==> src/rtl/dma_arb_pkg.sv <==
package dma_arb_pkg;
  typedef enum logic [1:0] {
    OWN_CPU = 2'd0,
    OWN_DEV = 2'd1,
    DEAD    = 2'd2
  } owner_t;
endpackage

==> src/rtl/req_sync.sv <==
module req_sync #(
  parameter int STAGES = 2
) (
  input  logic clk,
  input  logic rst_n,
  input  logic d_async,
  output logic q_sync
);
  localparam int LAST = STAGES - 1;

  logic [LAST:0] chain;

  generate
    if (STAGES == 1) begin : g_one
      always_ff @(posedge clk or negedge rst_n) begin
        if (!rst_n) chain <= '0;
        else        chain <= d_async;
      end
    end else begin : g_many
      always_ff @(posedge clk or negedge rst_n) begin
        if (!rst_n) chain <= '0;
        else        chain <= {chain[LAST-1:0], d_async};
      end
    end
  endgenerate

  assign q_sync = chain[LAST];
endmodule

==> src/rtl/grant_fsm.sv <==
module grant_fsm
  import dma_arb_pkg::*;
(
  input  logic clk,
  input  logic rst_n,
  input  logic req_s,
  input  logic fetch_boundary,
  output logic stall,
  output logic grant,
  output logic dead
);
  owner_t state, state_nx;
  logic   hold_off;
  logic   take;

  // A grant needs a boundary and a synced request, and no pending forward-progress hold.
  assign take = (state == OWN_CPU) && fetch_boundary && req_s && !hold_off;

  always_comb begin
    state_nx = state;
    case (state)
      OWN_CPU: if (take)   state_nx = OWN_DEV;
      OWN_DEV: if (!req_s) state_nx = DEAD;
      DEAD:                state_nx = OWN_CPU;
      default:             state_nx = OWN_CPU;
    endcase
  end

  always_ff @(posedge clk or negedge rst_n) begin
    if (!rst_n) begin
      state    <= OWN_CPU;
      hold_off <= 1'b0;
    end else begin
      state <= state_nx;
      if (state != OWN_CPU)
        hold_off <= 1'b1;
      else if (fetch_boundary)
        hold_off <= 1'b0;
    end
  end

  assign stall = (state != OWN_CPU) || take;
  assign grant = (state == OWN_DEV);
  assign dead  = (state == DEAD);
endmodule

==> src/rtl/ram_port_mux.sv <==
module ram_port_mux #(
  parameter int ADDR_W = 16,
  parameter int DATA_W = 8
) (
  input  logic              sel_dev,
  input  logic              dead,
  input  logic [ADDR_W-1:0] cpu_addr,
  input  logic [DATA_W-1:0] cpu_wdata,
  input  logic              cpu_we,
  input  logic [ADDR_W-1:0] dev_addr,
  input  logic [DATA_W-1:0] dev_wdata,
  input  logic              dev_we,
  output logic [ADDR_W-1:0] ram_addr,
  output logic [DATA_W-1:0] ram_wdata,
  output logic              ram_we
);
  always_comb begin
    if (sel_dev) begin
      ram_addr  = dev_addr;
      ram_wdata = dev_wdata;
      ram_we    = dev_we;
    end else begin
      ram_addr  = cpu_addr;
      ram_wdata = cpu_wdata;
      ram_we    = cpu_we && !dead;
    end
  end
endmodule

==> src/rtl/dma_halt_arbiter.sv <==
module dma_halt_arbiter #(
  parameter int ADDR_W      = 16,
  parameter int DATA_W      = 8,
  parameter int SYNC_STAGES = 2
) (
  input  logic              clk,
  input  logic              rst_n,
  input  logic              dma_req_async,
  input  logic              fetch_boundary,
  input  logic [ADDR_W-1:0] cpu_addr,
  input  logic [DATA_W-1:0] cpu_wdata,
  input  logic              cpu_we,
  input  logic [ADDR_W-1:0] dev_addr,
  input  logic [DATA_W-1:0] dev_wdata,
  input  logic              dev_we,
  output logic              stall,
  output logic              dma_ack,
  output logic [ADDR_W-1:0] ram_addr,
  output logic [DATA_W-1:0] ram_wdata,
  output logic              ram_we
);
  logic req_seen;
  logic dead;

  req_sync #(.STAGES(SYNC_STAGES)) u_sync (
    .clk     (clk),
    .rst_n   (rst_n),
    .d_async (dma_req_async),
    .q_sync  (req_seen)
  );

  grant_fsm u_fsm (
    .clk            (clk),
    .rst_n          (rst_n),
    .req_s          (req_seen),
    .fetch_boundary (fetch_boundary),
    .stall          (stall),
    .grant          (dma_ack),
    .dead           (dead)
  );

  ram_port_mux #(.ADDR_W(ADDR_W), .DATA_W(DATA_W)) u_mux (
    .sel_dev   (dma_ack),
    .dead      (dead),
    .cpu_addr  (cpu_addr),
    .cpu_wdata (cpu_wdata),
    .cpu_we    (cpu_we),
    .dev_addr  (dev_addr),
    .dev_wdata (dev_wdata),
    .dev_we    (dev_we),
    .ram_addr  (ram_addr),
    .ram_wdata (ram_wdata),
    .ram_we    (ram_we)
  );
endmodule

==> config.mk <==
export PLATFORM = sky130hd
export DESIGN_NAME = dma_halt_arbiter
export DESIGN_NICKNAME = d
export VERILOG_FILES = /design/src/rtl/dma_arb_pkg.sv /design/src/rtl/req_sync.sv /design/src/rtl/grant_fsm.sv /design/src/rtl/ram_port_mux.sv /design/src/rtl/dma_halt_arbiter.sv
export SDC_FILE = /design/constraint.sdc
export NUM_CORES = 1
export LEC_CHECK = 0
export BUFFER_PORTS_ARGS = -buffer_cell sky130_fd_sc_hd__buf_2
export CORE_MARGIN = 3
export CORE_UTILIZATION = 33
export CTS_CLUSTER_SIZE = 16
export DETAILED_ROUTE_END_ITERATION = 6
export PLACE_DENSITY = 0.85
export SYNTH_ARGS = -nofsm -noshare
export SYNTH_HDL_FRONTEND = slang
export SYNTH_SLANG_ARGS = --single-unit
==> constraint.sdc <==
create_clock -name clk -period 2.59 [get_ports clk]
set_input_delay 0.259 -clock clk [delete_from_list [all_inputs] [get_ports clk]]
set_output_delay 0.259 -clock clk [all_outputs]
set_load 0.005 [all_outputs]
Word-level counts from Yosys, hierarchy flattened:

Index checks and enable logic that the tools add are counted.

* input bits: 54
* output and inout bits: 27
* bits in registers: 5

* equality and inequality tests: 4
* reductions and logical operators: 11
* muxes and demuxes: 8

Operator list (count)
* $mux W16: 1
* $mux W8: 1
* $logic_and A1 B1 Y1: 4
* $mux W2: 2
* $pmux W2 S2: 1
* $reduce_bool A2 Y1: 2
* $mux W1: 3
* $eq A2 B1 Y1 const B: 1
* $eq A2 B2 Y1 const B: 1
* $logic_not A1 Y1: 2
* $logic_not A2 Y1: 1
* $ne A2 B1 Y1 const B: 1
* $ne A2 B2 Y1 const B: 1
* $reduce_and A2 Y1: 1
* $logic_or A1 B1 Y1: 1

Logic depth before layout (Yosys ltp):

Gate-level depths: netlist of the first run.

* depth in word-level cells: 6
* gate-level depth with buffers: 4

Cells and area by module:

A second synthesis of the first run with hierarchy kept.

* cells, all modules: 46
* area, all modules: 599.3 µm²

By module, submodules not included
* ram_port_mux: times used 1, seq. area each 0.0 µm², cells an instance 30, area each 407.9 µm²
* grant_fsm: times used 1, seq. area each 75.1 µm², cells an instance 14, area each 141.4 µm²
* req_sync: times used 1, seq. area each 50.0 µm², cells an instance 2, area each 50.0 µm²

Worst setup path after synthesis of the first run:

No wires, ideal clock.

* path kind: reg-to-output
* start: reg u_fsm.state[0]
* end: out ram_addr[10]
* slack: 1.191 ns
* arrival: 1.140 ns
* cell stages (with the launch flop): 5
* cells stage by stage: dfrtp_1 nor2b_4 buf_6 buf_12 mux2_4

* word-level cells in the longest chain between the ends: 2

Ends and longest elaborated chain
* start: declaration: line grant_fsm.sv:12 `owner_t state, state_nx;`
* start signal: assignment: line grant_fsm.sv:34 `state <= state_nx;`
* $eq A2 B1 Y1: line grant_fsm.sv:43 `assign grant = (state == OWN_DEV);`
* $mux W16: line ram_port_mux.sv:18 `if (sel_dev) begin`
* end: declaration: line dma_halt_arbiter.sv:18 `output logic [ADDR_W-1:0] ram_addr,`

Every way passes these cells.

Worst setup path in the final report of the first run:

* start: reg u_fsm.state[0]
* end: out ram_wdata[2]

* word-level cells in the longest chain between the ends: 2

Ends and longest elaborated chain
* $eq A2 B1 Y1: line grant_fsm.sv:43
* $mux W8: line ram_port_mux.sv:18
* end: declaration: line dma_halt_arbiter.sv:19 `output logic [DATA_W-1:0] ram_wdata,`

Every way passes these cells.

==> run summary, run 1 <==
Antenna violations before repair = 0
Post-DP HPWL = 1610 um
Hold slack = 124 ps
Die Ht = 48.5 um
Clk buf depth = 2
Port buffer count = 80
Synth Net Count = 98
Drc violations = 0
Total CTS buffers = 3
First-pass GRT wire length = 2960 um
Synth top area share = 45.4%
Max Cap Violations = 0
Synth top area cells = mux2_4, dfrtp_1, mux2_2
#FFs+latches synth = 5
TritonCTS Sinks = 5
I/O Pins = 81
Post-cts repair resize count = 0
Tot Pwr = 0.423 mW
Crit. End Element = output port
Row Count = 14
Vias in the first global route = 624
DR vias = 656
Clock-pin transition on the worst setup and hold timing paths = 50 ps
Min Tclk post-route = 2040 ps
GR Util All Layers = 15.8%
Worst-path fanout max = 15
Fmax = 490 MHz
Post-CTS setup buffer count = 0
Root Driver = clkbuf_4
Grt ovf = 0
Fin nets = 182
Synthesized area = 596 um2
Setup-failing EPs final = 0
Post-Synthesis Cells = 44
Synth area leader = mux2_4
Share of cells above drive strength 1 = 85.8%
DIE AREA = 0.00235 mm2
Skew final = 4.52 ps
RSZ-0062 raised after global routing = false
GPL Wtd Cong = 0.657
Slew Limit Fails = 0
Final worst-path cycle share = 78.8%
Worst setup path class = register to output port
Routed WL per cell = 12.2 um
YS warnings = 0
Mean Syn Cell Area = 13.5 um2
Detail Route Antenna Nets = 0
Core area = 0.00159 mm2
Largest net degree at the start of global routing = 16
Drt first pass iters = 4
WP data required = 2330 ps
P per Cell Area = 411 mW/mm2
Antenna cells = 0
Post-Route WL = 1850 um
Slew @ Worst Pin = 421 ps
Seq/Total Area, Yosys = 21.0%
Skew-Pair Late Insertion Delay = 240 ps
Hold crit path type = primary input to register
LEAKAGE = 0.600 nW
Status = finished clean
VDD IR max = 0.290 mV
CTS HTree Levels = 1
Arrival time worst endpoint = 1780 ps
Hold buffers post-CTS = 1
Final Hold Vio Count = 0
Starting Density = 37.4%
CTS tree = done
Initial DRC Count = 6
Setup crit start kind = register
Area grow syn2layout = 73.1%
Die width = 48.5 um
Library cells used by synthesis = 14
Setup TNS = 0 ps
Vias per inst = 4.34
Relative max-transition margin = 71.9%
## where the power goes
group          internal [mW]  switching [mW]
Clock                 0.0583          0.0327
Combinational          0.153          0.0823
Sequential            0.0874         0.00910
Total                  0.299           0.124
## kinds of logic (layout without fill, tap and decap cells)
kind of cell | Yosys count | count (layout) | share of synthesized area (%)
compound gates | 4 | 4 | 4.83
buf+inv | 5 | 88 | 9.87
flops | 5 | 5 | 21.0
mux | 25 | 25 | 58.4
simple gates | 5 | 5 | 5.88
## state kept, by name, summed over array words and instances, names as in the netlist
register,count
u_fsm.hold_off,1
u_fsm.state,2
u_sync.chain,2
## final timing paths
check,from,end,slack (ps),cells after the start
worst max register to register,u_fsm.state[0],u_fsm.state[1],1260,3
worst min-delay path,dma_req_async,u_sync.chain[0],120,1
min in group asynchronous,rst_n,u_fsm.hold_off,360,2
max in group asynchronous,rst_n,u_sync.chain[1],2100,2
worst max-delay path,u_fsm.state[0],ram_wdata[2],550,4
worst min register to register,u_sync.chain[0],u_sync.chain[1],350,0
## synth_stat cells
master   number
o211a_1       1
buf_6         1
o21ai_0       2
buf_12        2
mux2_4       18
nor2b_1       2
mux2i_1       1
dfrtp_1       5
a211o_1       1
nand3_1       1
nor2b_4       1
nor2_1        1
inv_1         2
mux2_2        6
## area by class of cell
class	count	area [um2]
fillers	141	563
repair buffers	82	430
multi-input cells	34	412
flip-flops and latches	5	125
well taps	24	30.0
clock buffers	4	26.3
inverters	2	7.51
## critical path, stage by stage (launching register included)
cell and delay, ps:
dfrtp_1 440, nor2b_4 440, buf_12 220, mux2_4 300
buf_2 130
## cells in the final DEF (no fill, tap or decap)
master and count:
mux2_2 6, nor2_1 1, dfrtp_1 5, mux2_4 18, buf_2 80, dlygate4sd3_1 1
nor2b_1 2, clkbuf_1 1, inv_1 2, a211o_1 1, nand3_1 1, o21ai_0 2
o211a_1 1, nor2b_4 1, clkbuf_4 3, buf_12 1, mux2i_1 1
## per-layer routing
| layer | up-vias | part of all wire (%) | track usage (%) |
|---|---|---|---|
| met4 | 0 | 0 | 7.11 |
| met3 | 0 | 9.3 | 5.21 |
| met2 | 38 | 56 | 30.0 |
| li1 | 325 | - | - |
| met5 | - | 0 | 0 |
| met1 | 293 | 34 | 15.2 |
## per-stage QoR
| stage | area [um2] | utilization (%) | worst slack (ps) | instances |
|---|---|---|---|---|
| final | 1030 | 64.7 | 548 | 151 |
| after global routing | 1030 | 64.7 | 435 | 151 |
| after CTS | 1030 | 64.7 | 534 | 151 |
| after detailed placement | 995 | 62.4 | 810 | 146 |
| after global placement | 995 | 62.4 | 857 | 146 |
| after floorplan | 596 | - | 1190 | 44 |
Power figures use the tool's default switching activity.
==> inputs of run 2 (changes only) <==
--- a/config.mk
+++ b/config.mk
@@ -5,12 +5,13 @@
 export SDC_FILE = /design/constraint.sdc
 export NUM_CORES = 1
 export LEC_CHECK = 0
+export ABC_AREA = 1
 export BUFFER_PORTS_ARGS = -buffer_cell sky130_fd_sc_hd__buf_2
 export CORE_MARGIN = 3
-export CORE_UTILIZATION = 33
+export CORE_UTILIZATION = 25
 export CTS_CLUSTER_SIZE = 16
 export DETAILED_ROUTE_END_ITERATION = 6
-export PLACE_DENSITY = 0.85
+export PLACE_DENSITY = 0.75
 export SYNTH_ARGS = -nofsm -noshare
 export SYNTH_HDL_FRONTEND = slang
 export SYNTH_SLANG_ARGS = --single-unit
==> constraint.sdc (replaced) <==
create_clock -name clk -period 1.8 [get_ports clk]
set_input_delay 0.18 -clock clk [delete_from_list [all_inputs] [get_ports clk]]
set_output_delay 0.18 -clock clk [all_outputs]
set_load 0.005 [all_outputs]
==> run 2 against run 1 <==
Compared with the run above:
- clock power up 40%
- combinational power rose by 31%
- via count rose by 34%
- die area is 12% higher
- highest routed layer is now met4
- worst setup slack worse by 300 ps
- first-iteration DRC count increased by 130%
- critical endpoint is now ram_addr[5]
- utilization fell by 13 points
- sequential cell count is the same
- wire length up 6.2%
- largest cell class unchanged
- hold slack worse by 70 ps
==> run summary, run 2 <==
Drc violations = 0 (unchanged)
Fin nets = 234 (+29%)
Worst path most repeated cell = nand2_1
Port buffer count = 80 (unchanged)
Post-route insts no fill = 204 (+35%)
Crit-path max cell delay = 400 ps (-40 ps)
Slew @ Worst Pin = 289 ps (-132 ps)
GR Util All Layers = 15.1% (-0.62 points)
Die width = 51.4 um (+5.9%)
Share of cells above drive strength 1 = 48.0% (-38 points)
Post-synth top flop = dfrtp_1
Clock-pin transition on the worst setup and hold timing paths = 50 ps (about the same)
GPL Wtd Cong = 0.724 (+10%)
CTS tree = done
CTS HTree Levels = 1 (unchanged)
Antenna cells = 0 (unchanged)
XOR/XNOR Fraction of Synth Area = 0% (unchanged)
Crit. End Element = output port
FILL cells = 205 (+45%)
Root Driver = clkbuf_4
Relative max-transition margin = 80.7% (+8.8 points)
Detail Route Antenna Nets = 0 (unchanged)
Post-cts repair resize count = 0 (unchanged)
Row Count = 15 (+1)
Synth Area in Compound Gates = 1.95% (-2.9 points)
Worst-path fanout max = 27 (+12)
Area grow syn2layout = 83.7%
GR Layer Usage met2 = 28.5% (-1.5 points)
Top Registers = u_fsm.state: 2 flops, u_sync.chain: 2 flops, u_fsm.hold_off: 1 flops
P per Cell Area = 603 mW/mm2 (+47%)
Commonest cells after routing, fill and taps aside = buf_2, nand2_1, dfrtp_1, clkbuf_4
Synth top area cells = nand2_1, dfrtp_1, buf_6
Post-DP HPWL = 1640 um (+1.3%)
Skew-Pair Late Insertion Delay = 240 ps (about the same)
Post-Synth Adder-Cell Area = 0% (unchanged)
Setup crit start kind = register
#FFs+latches synth = 5 (unchanged)
Routed WL per cell = 9.62 um (-21%)
Post-Synthesis Cells = 98 (+120%)
Largest net degree at the start of global routing = 28 (+12)
Largest family of logic cells by synthesized area = simple AND/OR/NAND/NOR gates
Synth top area share = 56.9% (+12 points)
Final worst slack = 252 ps (-297 ps)
Async SR Flop Fraction = 100% (unchanged)
Flop-to-flop setup slack = 920 ps (-340 ps)
Antenna violations before repair = 0 (unchanged)
Die Ht = 51.4 um (+5.9%)
Vias in the first global route = 810 (+30%)
TritonCTS Sinks = 5 (unchanged)
Synth area leader = nand2_1
Fmax = 646 MHz
Synth Net Count = 152 (+55%)
VDD IR max = 0.588 mV (+100%)
Multi-input gate area = 332 um2 (-19%)
Clk buf depth = 2 (unchanged)
Min Tclk post-route = 1550 ps
CP max-delay cell = dfrtp_1
WP data required = 1620 ps (-710 ps)
Mean Syn Cell Area = 5.25 um2 (-61%)
Arrival time worst endpoint = 1370 ps (-410 ps)
Count leader, synth = nand2_1
Reg-to-reg critical path startpoint = u_fsm.state[1]
Setup TNS = 0 ps (unchanged)
Vias per inst = 4.29 (-1.2%)
Most common cell after layout, fill and taps aside = buf_2
Total CTS buffers = 3 (unchanged)
LEAKAGE = 0.652 nW (+8.7%)
Setup-failing EPs final = 0 (unchanged)
Top Usage Layer GRT = met2
Hold slack = 54.0 ps (-70.4 ps)
Post-Route WL = 1960 um (+6.2%)
Drt first pass iters = 4 (unchanged)
Multiplexer share of the synthesized area = 0% (-58 points)
Sequential Area = 125 um2 (unchanged)
Seq/Total Area, Yosys = 24.3% (+3.3 points)
Worst setup path class = register to output port
Grt ovf = 0 (unchanged)
Final Hold Vio Count = 0 (unchanged)
Initial DRC Count = 14 (+8)
Status = finished clean
DP Worst Slack = 488 ps (-322 ps)
DIE AREA = 0.00264 mm2 (+12%)
RSZ-0062 raised after global routing = false
Post-CTS setup buffer count = 0 (unchanged)
CP top delay family = flip-flops
DR vias = 876 (+34%)
Library cells used by synthesis = 12 (-2)
Final worst-path cycle share = 86.0%
Synthesized area = 514 um2 (-14%)
Max Cap Violations = 0 (unchanged)
First-pass GRT wire length = 3130 um (+5.6%)
Met3 GRT Util = 6.12% (+0.91 points)
Hold path start = dma_req_async
Hold crit path type = primary input to register
Skew final = 7.16 ps (+2.64 ps)
Most frequent cells after synthesis = nand2_1, dfrtp_1
Critical path launch point = u_fsm.state[1]
Number of synthesized flops with an enable pin = 0 (unchanged)
Core area = 0.00184 mm2 (+15%)
Slew Limit Fails = 0 (unchanged)
I/O Pins = 81 (unchanged)
Routing usage on met1 = 15.2% (+0.041 points)
Starting Density = 28.0% (-9.4 points)
Simple-gate share of the synthesized area = 62.5% (+57 points)
Cells after DPL = 199 (+36%)
WP buf/inv = 3 (+1)
Tot Pwr = 0.569 mW (+35%)
YS warnings = 0 (unchanged)
Crit path cell chain = inv_2 -> nand2_4 -> inv_6 -> nand2_1 -> nand2_1 -> buf_2
==> run 2: changes by cell type after synthesis, sizes merged, moves of 2 or more <==
cell	previous run	this run
mux2	24	0
nand2	0	79
nor2b	3	0
inv	2	4
==> run 2: layout make-up <==
| cell class | instances | share of cell area (%) |
|---|---|---|
| clock buffer | 4 | 2.78 |
| inverter | 4 | 2.12 |
| multi-input combinational | 85 | 35.1 |
| sequential | 5 | 13.2 |
| tap | 25 | 3.31 |
| timing repair buffer | 81 | 43.4 |
==> run 2: worst paths after layout <==
check / end / cells past startpoint
max in group asynchronous: u_sync.chain[1] / 2
worst min-delay path: u_sync.chain[0] / 1
min in group asynchronous: u_fsm.state[0] / 2
worst min register to register: u_sync.chain[1] / 0
worst max register to register: u_fsm.state[1] / 3
worst max-delay path: ram_addr[5] / 6
==> run 2: where the power goes <==
group	switching, mW	internal, mW	leakage (nW)
sequential	0.00766	0.126	0.0621
combinational	0.162	0.147	0.575
clock	0.0432	0.0836	0.0150
total	0.213	0.356	0.652
==> run 2: through the flow <==
step	area [um2]	utilization, %
after global routing	945	51.4
after floorplan	514	-
after CTS	945	51.4
after global placement	908	49.4
final	945	51.4
after detailed placement	908	49.4
==> run 2: metal layers <==
metal / vias to the layer above / wire (um)
met1: 357 / 744
met5: - / 0
met4: 0 / 4
met2: 63 / 883
met3: 2 / 330
li1: 454 / -
==> run 2: what timing repair did <==
action / CTS / global route
endpoints found under the hold margin: 5 / 0
hold buffers: 1 / 0
setup endpoints to repair: 0 / 0
==> run 2: cells by family (layout without fill, tap and decap cells) <==
group | count (synthesis) | count (layout)
AO/OA/AOI/OAI | 2 | 2
buffers and inverters | 8 | 89
flip-flops | 5 | 5
AND/OR/NAND/NOR | 83 | 83
